`src/rtl/fre_pkg.sv`:
```
package fre_pkg;
   typedef enum logic [0:0] {
      POL_FIFO = 1'b0,
      POL_LRU  = 1'b1
   } pol_e;
endpackage

```
`src/rtl/fre_tag_match.sv`:
```
module fre_tag_match #(
   parameter int N      = 8,
   parameter int IW     = 3,
   parameter int PAGE_W = 20
) (
   input  logic                       clk,
   input  logic                       rst_n,
   input  logic [N-1:0]               valid_vec,
   input  logic [N-1:0]               act_mask,
   input  logic [N-1:0][PAGE_W-1:0]   page_vec,
   input  logic [PAGE_W-1:0]          probe,
   output logic                       hit,
   output logic [IW-1:0]              hit_idx
);
   logic [N-1:0] match_vec;

   for (genvar i = 0; i < N; i++) begin : g_cmp
      assign match_vec[i] = valid_vec[i] & act_mask[i] & (page_vec[i] == probe);
   end

   always_comb begin
      hit_idx = '0;
      for (int i = N - 1; i >= 0; i--) begin
         if (match_vec[i]) hit_idx = IW'(i);
      end
   end

   assign hit = |match_vec;

   // a page is never resident in two frames at once
   unique_page_chk: assert property (@(posedge clk) disable iff (!rst_n)
      $onehot0(match_vec));
endmodule

```
`src/rtl/fre_age_rank.sv`:
```
module fre_age_rank #(
   parameter int N  = 8,
   parameter int IW = 3
) (
   input  logic                  clk,
   input  logic                  rst_n,
   input  logic                  clear,
   input  logic                  touch,
   input  logic                  touch_new,
   input  logic [IW-1:0]         touch_idx,
   input  logic [N-1:0]          valid_vec,
   output logic [N-1:0][IW-1:0]  rank_o
);
   logic [N-1:0][IW-1:0] rank_q;
   logic [IW:0]          ref_rank;
   logic [N-1:0]         newest_vec;

   // a newly loaded page ages every resident page; a refreshed one ages only the newer ones
   assign ref_rank = touch_new ? (IW+1)'(N) : {1'b0, rank_q[touch_idx]};

   always_ff @(posedge clk) begin
      if (!rst_n || clear) begin
         rank_q <= '0;
      end else if (touch) begin
         for (int i = 0; i < N; i++) begin
            if (touch_idx == IW'(i)) begin
               rank_q[i] <= '0;
            end else if (valid_vec[i] && ({1'b0, rank_q[i]} < ref_rank)) begin
               rank_q[i] <= rank_q[i] + 1'b1;
            end
         end
      end
   end

   for (genvar i = 0; i < N; i++) begin : g_new
      assign newest_vec[i] = valid_vec[i] && (rank_q[i] == '0);
   end

   assign rank_o = rank_q;

   // at most one resident frame holds the newest position
   newest_unique_chk: assert property (@(posedge clk) disable iff (!rst_n)
      $onehot0(newest_vec));
endmodule

```
`src/rtl/fre_victim_pick.sv`:
```
module fre_victim_pick #(
   parameter int N  = 8,
   parameter int IW = 3
) (
   input  logic                  clk,
   input  logic                  rst_n,
   input  logic [N-1:0]          valid_vec,
   input  logic [N-1:0]          act_mask,
   input  logic [N-1:0][IW-1:0]  rank_i,
   input  logic [IW-1:0]         oldest_rank,
   output logic                  free_avail,
   output logic [IW-1:0]         free_idx,
   output logic [IW-1:0]         victim_idx
);
   logic [N-1:0] free_vec;
   logic [N-1:0] old_vec;

   for (genvar i = 0; i < N; i++) begin : g_flag
      assign free_vec[i] = act_mask[i] & ~valid_vec[i];
      assign old_vec[i]  = act_mask[i] & valid_vec[i] & (rank_i[i] == oldest_rank);
   end

   always_comb begin
      free_idx   = '0;
      victim_idx = '0;
      for (int i = N - 1; i >= 0; i--) begin
         if (free_vec[i]) free_idx = IW'(i);
         if (old_vec[i])  victim_idx = IW'(i);
      end
   end

   assign free_avail = |free_vec;

   // a full table always has exactly one oldest frame
   one_victim_chk: assert property (@(posedge clk) disable iff (!rst_n)
      !free_avail |-> $onehot(old_vec));
endmodule

```
`src/rtl/frame_repl_engine.sv`:
```
module frame_repl_engine
   import fre_pkg::*;
#(
   parameter int NUM_FRAMES = 8,
   parameter int PAGE_W     = 20,
   parameter int CNT_W      = 16,
   localparam int IW        = $clog2(NUM_FRAMES),
   localparam int NF_W      = $clog2(NUM_FRAMES + 1)
) (
   input  logic               clk,
   input  logic               rst_n,
   input  logic               clear,
   input  logic               policy_i,
   input  logic [NF_W-1:0]    nframes_i,
   input  logic               req_valid,
   output logic               req_ready,
   input  logic [PAGE_W-1:0]  req_page,
   input  logic               req_write,
   output logic               rsp_valid,
   output logic               rsp_hit,
   output logic [IW-1:0]      rsp_frame,
   output logic               rsp_evict,
   output logic [PAGE_W-1:0]  rsp_evict_page,
   output logic               rsp_writeback,
   output logic [CNT_W-1:0]   fault_count
);
   if (NUM_FRAMES < 2 || NUM_FRAMES > 8) begin : g_bad_frames
      $error("NUM_FRAMES must lie between 2 and 8");
   end
   if (PAGE_W < 1) begin : g_bad_page
      $error("PAGE_W must be at least 1");
   end
   if (CNT_W < 2) begin : g_bad_cnt
      $error("CNT_W must be at least 2");
   end

   localparam logic [NF_W-1:0] NF_MAX = NF_W'(NUM_FRAMES);

   logic [NUM_FRAMES-1:0]             fr_valid;
   logic [NUM_FRAMES-1:0]             fr_dirty;
   logic [NUM_FRAMES-1:0][PAGE_W-1:0] fr_page;
   logic [NUM_FRAMES-1:0][IW-1:0]     fr_rank;
   logic [NUM_FRAMES-1:0]             act_mask;

   pol_e              cfg_pol;
   logic [NF_W-1:0]   cfg_nfr;
   logic [NF_W-1:0]   nfr_in;
   logic              empty;

   logic              accept;
   logic              hit;
   logic [IW-1:0]     hit_idx;
   logic              free_avail;
   logic [IW-1:0]     free_idx;
   logic [IW-1:0]     vic_idx;
   logic [IW-1:0]     tgt_idx;
   logic              evict;
   logic              touch;

   assign empty     = ~|fr_valid;
   assign req_ready = ~clear;
   assign accept    = req_valid & ~clear;

   always_comb begin
      nfr_in = nframes_i;
      if (nframes_i == '0)         nfr_in = NF_W'(1);
      else if (nframes_i > NF_MAX) nfr_in = NF_MAX;
   end

   for (genvar i = 0; i < NUM_FRAMES; i++) begin : g_act
      assign act_mask[i] = NF_W'(i) < cfg_nfr;
   end

   fre_tag_match #(.N(NUM_FRAMES), .IW(IW), .PAGE_W(PAGE_W)) u_match (
      .clk       (clk),
      .rst_n     (rst_n),
      .valid_vec (fr_valid),
      .act_mask  (act_mask),
      .page_vec  (fr_page),
      .probe     (req_page),
      .hit       (hit),
      .hit_idx   (hit_idx)
   );

   fre_victim_pick #(.N(NUM_FRAMES), .IW(IW)) u_pick (
      .clk         (clk),
      .rst_n       (rst_n),
      .valid_vec   (fr_valid),
      .act_mask    (act_mask),
      .rank_i      (fr_rank),
      .oldest_rank (IW'(cfg_nfr - 1'b1)),
      .free_avail  (free_avail),
      .free_idx    (free_idx),
      .victim_idx  (vic_idx)
   );

   assign evict   = ~hit & ~free_avail;
   assign tgt_idx = hit ? hit_idx : (free_avail ? free_idx : vic_idx);
   assign touch   = accept & (~hit | (cfg_pol == POL_LRU));

   fre_age_rank #(.N(NUM_FRAMES), .IW(IW)) u_age (
      .clk       (clk),
      .rst_n     (rst_n),
      .clear     (clear),
      .touch     (touch),
      .touch_new (~hit),
      .touch_idx (tgt_idx),
      .valid_vec (fr_valid),
      .rank_o    (fr_rank)
   );

   always_ff @(posedge clk) begin
      if (!rst_n) begin
         fr_valid       <= '0;
         fr_dirty       <= '0;
         fr_page        <= '0;
         cfg_pol        <= POL_FIFO;
         cfg_nfr        <= NF_MAX;
         fault_count    <= '0;
         rsp_valid      <= 1'b0;
         rsp_hit        <= 1'b0;
         rsp_frame      <= '0;
         rsp_evict      <= 1'b0;
         rsp_evict_page <= '0;
         rsp_writeback  <= 1'b0;
      end else begin
         if (empty) begin
            cfg_pol <= pol_e'(policy_i);
            cfg_nfr <= nfr_in;
         end
         if (clear) begin
            fr_valid    <= '0;
            fr_dirty    <= '0;
            fault_count <= '0;
            rsp_valid   <= 1'b0;
         end else begin
            rsp_valid <= accept;
            if (accept) begin
               rsp_hit        <= hit;
               rsp_frame      <= tgt_idx;
               rsp_evict      <= evict;
               rsp_evict_page <= fr_page[vic_idx];
               rsp_writeback  <= evict & fr_dirty[vic_idx];
               if (!hit && fault_count != '1) fault_count <= fault_count + 1'b1;
               for (int i = 0; i < NUM_FRAMES; i++) begin
                  if (tgt_idx == IW'(i)) begin
                     if (hit) begin
                        if (req_write) fr_dirty[i] <= 1'b1;
                     end else begin
                        fr_valid[i] <= 1'b1;
                        fr_page[i]  <= req_page;
                        fr_dirty[i] <= req_write;
                     end
                  end
               end
            end
         end
      end
   end


   rsp_follows_chk: assert property (@(posedge clk) disable iff (!rst_n)
      accept |=> rsp_valid);

   frame_in_range_chk: assert property (@(posedge clk) disable iff (!rst_n)
      rsp_valid |-> (NF_W'(rsp_frame) < cfg_nfr));

   evict_on_fault_chk: assert property (@(posedge clk) disable iff (!rst_n)
      rsp_evict |-> !rsp_hit);

   wb_needs_evict_chk: assert property (@(posedge clk) disable iff (!rst_n)
      rsp_writeback |-> rsp_evict);

   fault_step_chk: assert property (@(posedge clk) disable iff (!rst_n)
      (rsp_valid && !rsp_hit && !$past(clear) && $past(fault_count) != '1)
         |-> fault_count == CNT_W'($past(fault_count) + 1'b1));

   clear_effect_chk: assert property (@(posedge clk) disable iff (!rst_n)
      $past(clear) |-> (fault_count == '0 && !rsp_valid));

   cfg_lock_chk: assert property (@(posedge clk) disable iff (!rst_n)
      !empty |=> ($stable(cfg_pol) && $stable(cfg_nfr)));
endmodule

```
`config.mk`:
```
export PLATFORM = sky130hd
export DESIGN_NAME = frame_repl_engine
export DESIGN_NICKNAME = d
export VERILOG_FILES = /design/src/rtl/fre_pkg.sv /design/src/rtl/fre_tag_match.sv /design/src/rtl/fre_age_rank.sv /design/src/rtl/fre_victim_pick.sv /design/src/rtl/frame_repl_engine.sv
export SDC_FILE = /design/constraint.sdc
export NUM_CORES = 1
export LEC_CHECK = 0
export BUFFER_PORTS_ARGS = -buffer_cell sky130_fd_sc_hd__buf_2
export CORE_MARGIN = 1
export CORE_UTILIZATION = 65
export DETAILED_ROUTE_END_ITERATION = 6
export PLACE_DENSITY = 0.84
export SYNTH_ARGS = -nofsm -noshare
export SYNTH_HDL_FRONTEND = slang
export SYNTH_SLANG_ARGS = --single-unit
```
`constraint.sdc`:
```
create_clock -name clk -period 11.9 [get_ports clk]
set_clock_uncertainty 0.2 [all_clocks]
set_input_delay 1.19 -clock clk [delete_from_list [all_inputs] [get_ports clk]]
set_output_delay 1.19 -clock clk [all_outputs]
set_load 0.03 [all_outputs]
```
==> results by group <==
Placed design
  – Global placement routability congestion: 0.975
  – Dpl cell area: between 0.015 and 0.02 mm²
  – Detailed placement HPWL: 33.7 mm
  – PortBufs: 73

Power and ir drop
  – Pwr dens: ~120 mW/mm²
  – Combinational power share: a little over an eighth
  – Pleak: 6.86 nW
  – Clock power share: around 45%
  – Worst vdd ir: around 0.13 mV
  – Internal: about 1.5 mW
  – Net Sw Power: around 0.56 mW
  – Flop pwr share: between 40% and 50%
  – Net Sw Frac: roughly 28%

STA
  – # setup viols final: 0
  – Worst slew pin tran: roughly 1.2 ns
  – Final-report max-slew violation count: 0
  – Setup TNS: 0 ns
  – Highest clock rate: roughly 160 MHz
  – Final hold violation count: 0
  – Fin crit period: roughly 6.3 ns
  – RSZ-0062 raised after global routing: false
  – Final period utilization: 52.5%
  – Max transition margin: between 20% and 30%

GRT
  – Largest net degree at the start of global routing: between 100 and 150
  – Gr ovfl total: 0
  – GRT Util Overall: 39.6%
  – Initial antenna violation count: 2
  – Number of global-route vias before repair: around 13,000
  – First-pass GRT wire length: around 74 mm

Clock network
  – H-tree depth: 1
  – # resized after CTS: 0
  – Total CTS buffers: 28
  – Setup Buffers After CTS: 0
  – Worst-Skew Late Latency: between 0.5 and 0.6 ns
  – Reg clk slew, reported paths: 0.06 ns
  – CTS tree: built
  – Bufs on Longest Clock Path: 3
  – CTS Root Cell: clkbuf_16
  – Cts hold-fix bufs: 0
  – # clock sinks: approximately 250

Die
  – Die X: roughly 160 µm
  – Io pins: 74
  – Initial Util: approximately 66%
  – Die H: approximately 160 µm
  – Std cell rows: 56
  – Die area: 0.0244 mm²
  – Core area: approximately 0.023 mm²

Final layout
  – Layout Nets: between 1,500 and 2,000
  – Final Cell Area: 0.0168 mm²
  – Most frequent cells in the layout: 248 x dfxtp_1, 190 x mux2i_1, 130 x nor2b_1
  – Share of cells above drive strength 1: 12.1%
  – Area grow syn2layout: 8.82%
  – Most common cell after layout, fill and taps aside: dfxtp_1
  – Post-layout util: 71.9%

Yosys
  – Ys flop type: dfxtp_1
  – Net Count, Synth: 1,836
  – Adder-cell share of the synthesized area: under 10%
  – Mean post-synth cell area: around 8.7 µm²
  – Post-synthesis cell area: roughly 0.015 mm²
  – #FFs+latches synth: between 200 and 250
  – Ys async rst share: 0%
  – Simple-Gate Fraction of Synth Area: between 20% and 30%
  – XOR/XNOR Fraction of Synth Area: a little under an eighth
  – Combinational family with the most area after synthesis: simple AND/OR/NAND/NOR gates
  – Yosys warning count: 0
  – Number of synthesized flops with an enable pin: 0
  – Netlist cell types: 80
  – Cells after Synth: roughly 1,800
  – Post-synthesis compound-gate area fraction: around an eighth
  – Seq/Total Area, Yosys: between 30 and 40%
  – Post-synthesis mux area share: about 16%

Detailed routing
  – ANT nets after route: 0
  – Vias per cell: 6.48
  – WL/cell: roughly 23 µm
  – Post-route DRC: 0
  – DRT Pass-1 Iters: 7
  – DR iter-0 viols: 1,625
  – Routed WL: approximately 49 mm
  – Vias after detailed routing: roughly 14,000

Setup path
  – Slowest cell on the critical path: nor3_1
  – Worst-path maximum fanout: 27
  – WS Path Type: register to register
  – Endpoint type of the worst setup path: register
  – Worst Path Arrival: around 6.5 ns
  – CP Data Required Time: between 10 and 15 ns
  – Cell breakdown of the critical path: inv_1, ha_1, xor2_1, nand4_1, o221ai_1, nand2_1, a211oi_4, buf_4, o21ai_1, a21o_1, nor3_1, nand2_1, buf_4, a22oi_1, nor2_1
  – Largest stage delay on the critical path: 0.79 ns
  – Crit start category: register

Flow run
  – Max Cap Violations: 0

Status
  – Status: completed

Worst hold path
  – Worst Hold Class: register to register
## final cells by class
cell class                 count  area, µm²
fill                        1808       6570
multi-input combinational   1363       9880
antenna                        1       2.50
inverter                      26       97.6
clock buffer                  39        792
sequential                   248       4960
clock inverter                13        165
tap                          319        399
timing repair buffer          95        533
## cell usage after synthesis, types with 3 or more instances
library cell,n,area share [%]
a21boi_0,40,1.9
a21o_1,3,0.15
a21oi_1,68,2.2
a22o_1,4,0.23
a22oi_1,6,0.29
a2bb2oi_1,3,0.17
a31o_2,3,0.17
a31oi_1,14,0.57
and2_1,10,0.40
and3_1,9,0.36
and4_1,9,0.51
buf_1,24,0.58
buf_2,40,1.3
clkbuf_1,75,1.8
dfxtp_1,248,32
ha_1,28,2.3
inv_1,26,0.63
mux2_2,47,3.4
mux2i_1,190,12
nand2_1,125,3.0
nand2b_1,11,0.44
nand3_1,60,1.9
nand4_1,33,1.3
nand4b_1,4,0.23
nor2_1,121,2.9
nor2b_1,131,5.3
nor3_1,18,0.58
nor3b_1,7,0.34
nor4_1,50,2.0
nor4b_1,5,0.28
o2111ai_1,7,0.40
o211a_1,24,1.6
o211ai_1,17,0.82
o21a_1,4,0.19
o21ai_0,38,1.2
o21ai_1,5,0.16
o22ai_1,3,0.12
o31a_1,6,0.34
o31ai_1,4,0.19
o32ai_1,3,0.17
or2_2,3,0.12
or3_1,7,0.28
or4_1,5,0.24
xnor2_1,83,4.7
xor2_1,113,6.4
## sequential cells by signal, indices dropped and copies added (netlist names)
signal          flops
fr_page           160
u_age.rank_o       24
rsp_evict_page     20
fault_count        16
fr_dirty            8
fr_valid            8
cfg_nfr             4
rsp_frame           3
cfg_pol             1
rsp_evict           1
rsp_hit             1
rsp_valid           1
rsp_writeback       1
## power by group through the flow
stage	clock network (mW)	registers [mW]	logic [mW]
2_1_floorplan	0	0.880	0.178
3_3_place_gp	0	0.874	0.258
3_5_place_dp	0	0.874	0.261
4_1_cts	0.903	0.856	0.263
5_1_grt	0.936	0.858	0.282
6_report	0.902	0.857	0.270
## stage by stage
step	cells	setup WS, ns	hold WS [ns]	power (mW)
after floorplan	1778	6.20	0.247	1.06
after global placement	2051	5.57	0.262	1.13
after detailed placement	2051	5.52	0.276	1.14
after CTS	2103	5.70	0.288	2.02
after global routing	2103	5.17	0.312	2.08
final	2104	5.65	0.294	2.03
## kinds of logic after synthesis
group | Yosys count
buffers and inverters | 167
AND/OR/NAND/NOR | 618
multiplexers | 237
XOR/XNOR | 198
flip-flops | 248
adder cells (fa/ha/maj) | 28
AO/OA/AOI/OAI | 282
## metal layers
| layer | global-route usage [%] | wire length, µm | share of wire [%] | vias up |
|---|---|---|---|---|
| li1 | - | - | - | 6238 |
| met5 | 0 | 11 | 0.023 | - |
| met2 | 62.0 | 21800 | 45 | 727 |
| met4 | 25.9 | 3460 | 7.1 | 2 |
| met1 | 49.8 | 19300 | 40 | 6469 |
| met3 | 7.73 | 4180 | 8.6 | 193 |
## path summary, 6_finish.rpt
check / startpoint / end / slack [ns] / cells past startpoint
worst min-delay path: fr_dirty[3]$_SDFFE_PP0P_ / fr_dirty[3]$_SDFFE_PP0P_ / 0.29 / 2
worst max register to register: cfg_nfr[0]$_SDFFE_PN0N_ / fr_dirty[5]$_SDFFE_PP0P_ / 5.65 / 15
worst min register to register: fr_dirty[3]$_SDFFE_PP0P_ / fr_dirty[3]$_SDFFE_PP0P_ / 0.29 / 2
worst max-delay path: cfg_nfr[0]$_SDFFE_PN0N_ / fr_dirty[5]$_SDFFE_PP0P_ / 5.65 / 15
## critical path, delay by kind of cell, from the launching register on
family / cells / cell delay [ns]
compound gates: 5 / 1.26
xor+xnor: 1 / 0.34
fa+ha+maj: 1 / 0.58
buf+inv: 3 / 1.11
flops: 1 / 0.71
simple gates: 5 / 1.91
No activity file was read; power rests on OpenSTA's default activity.
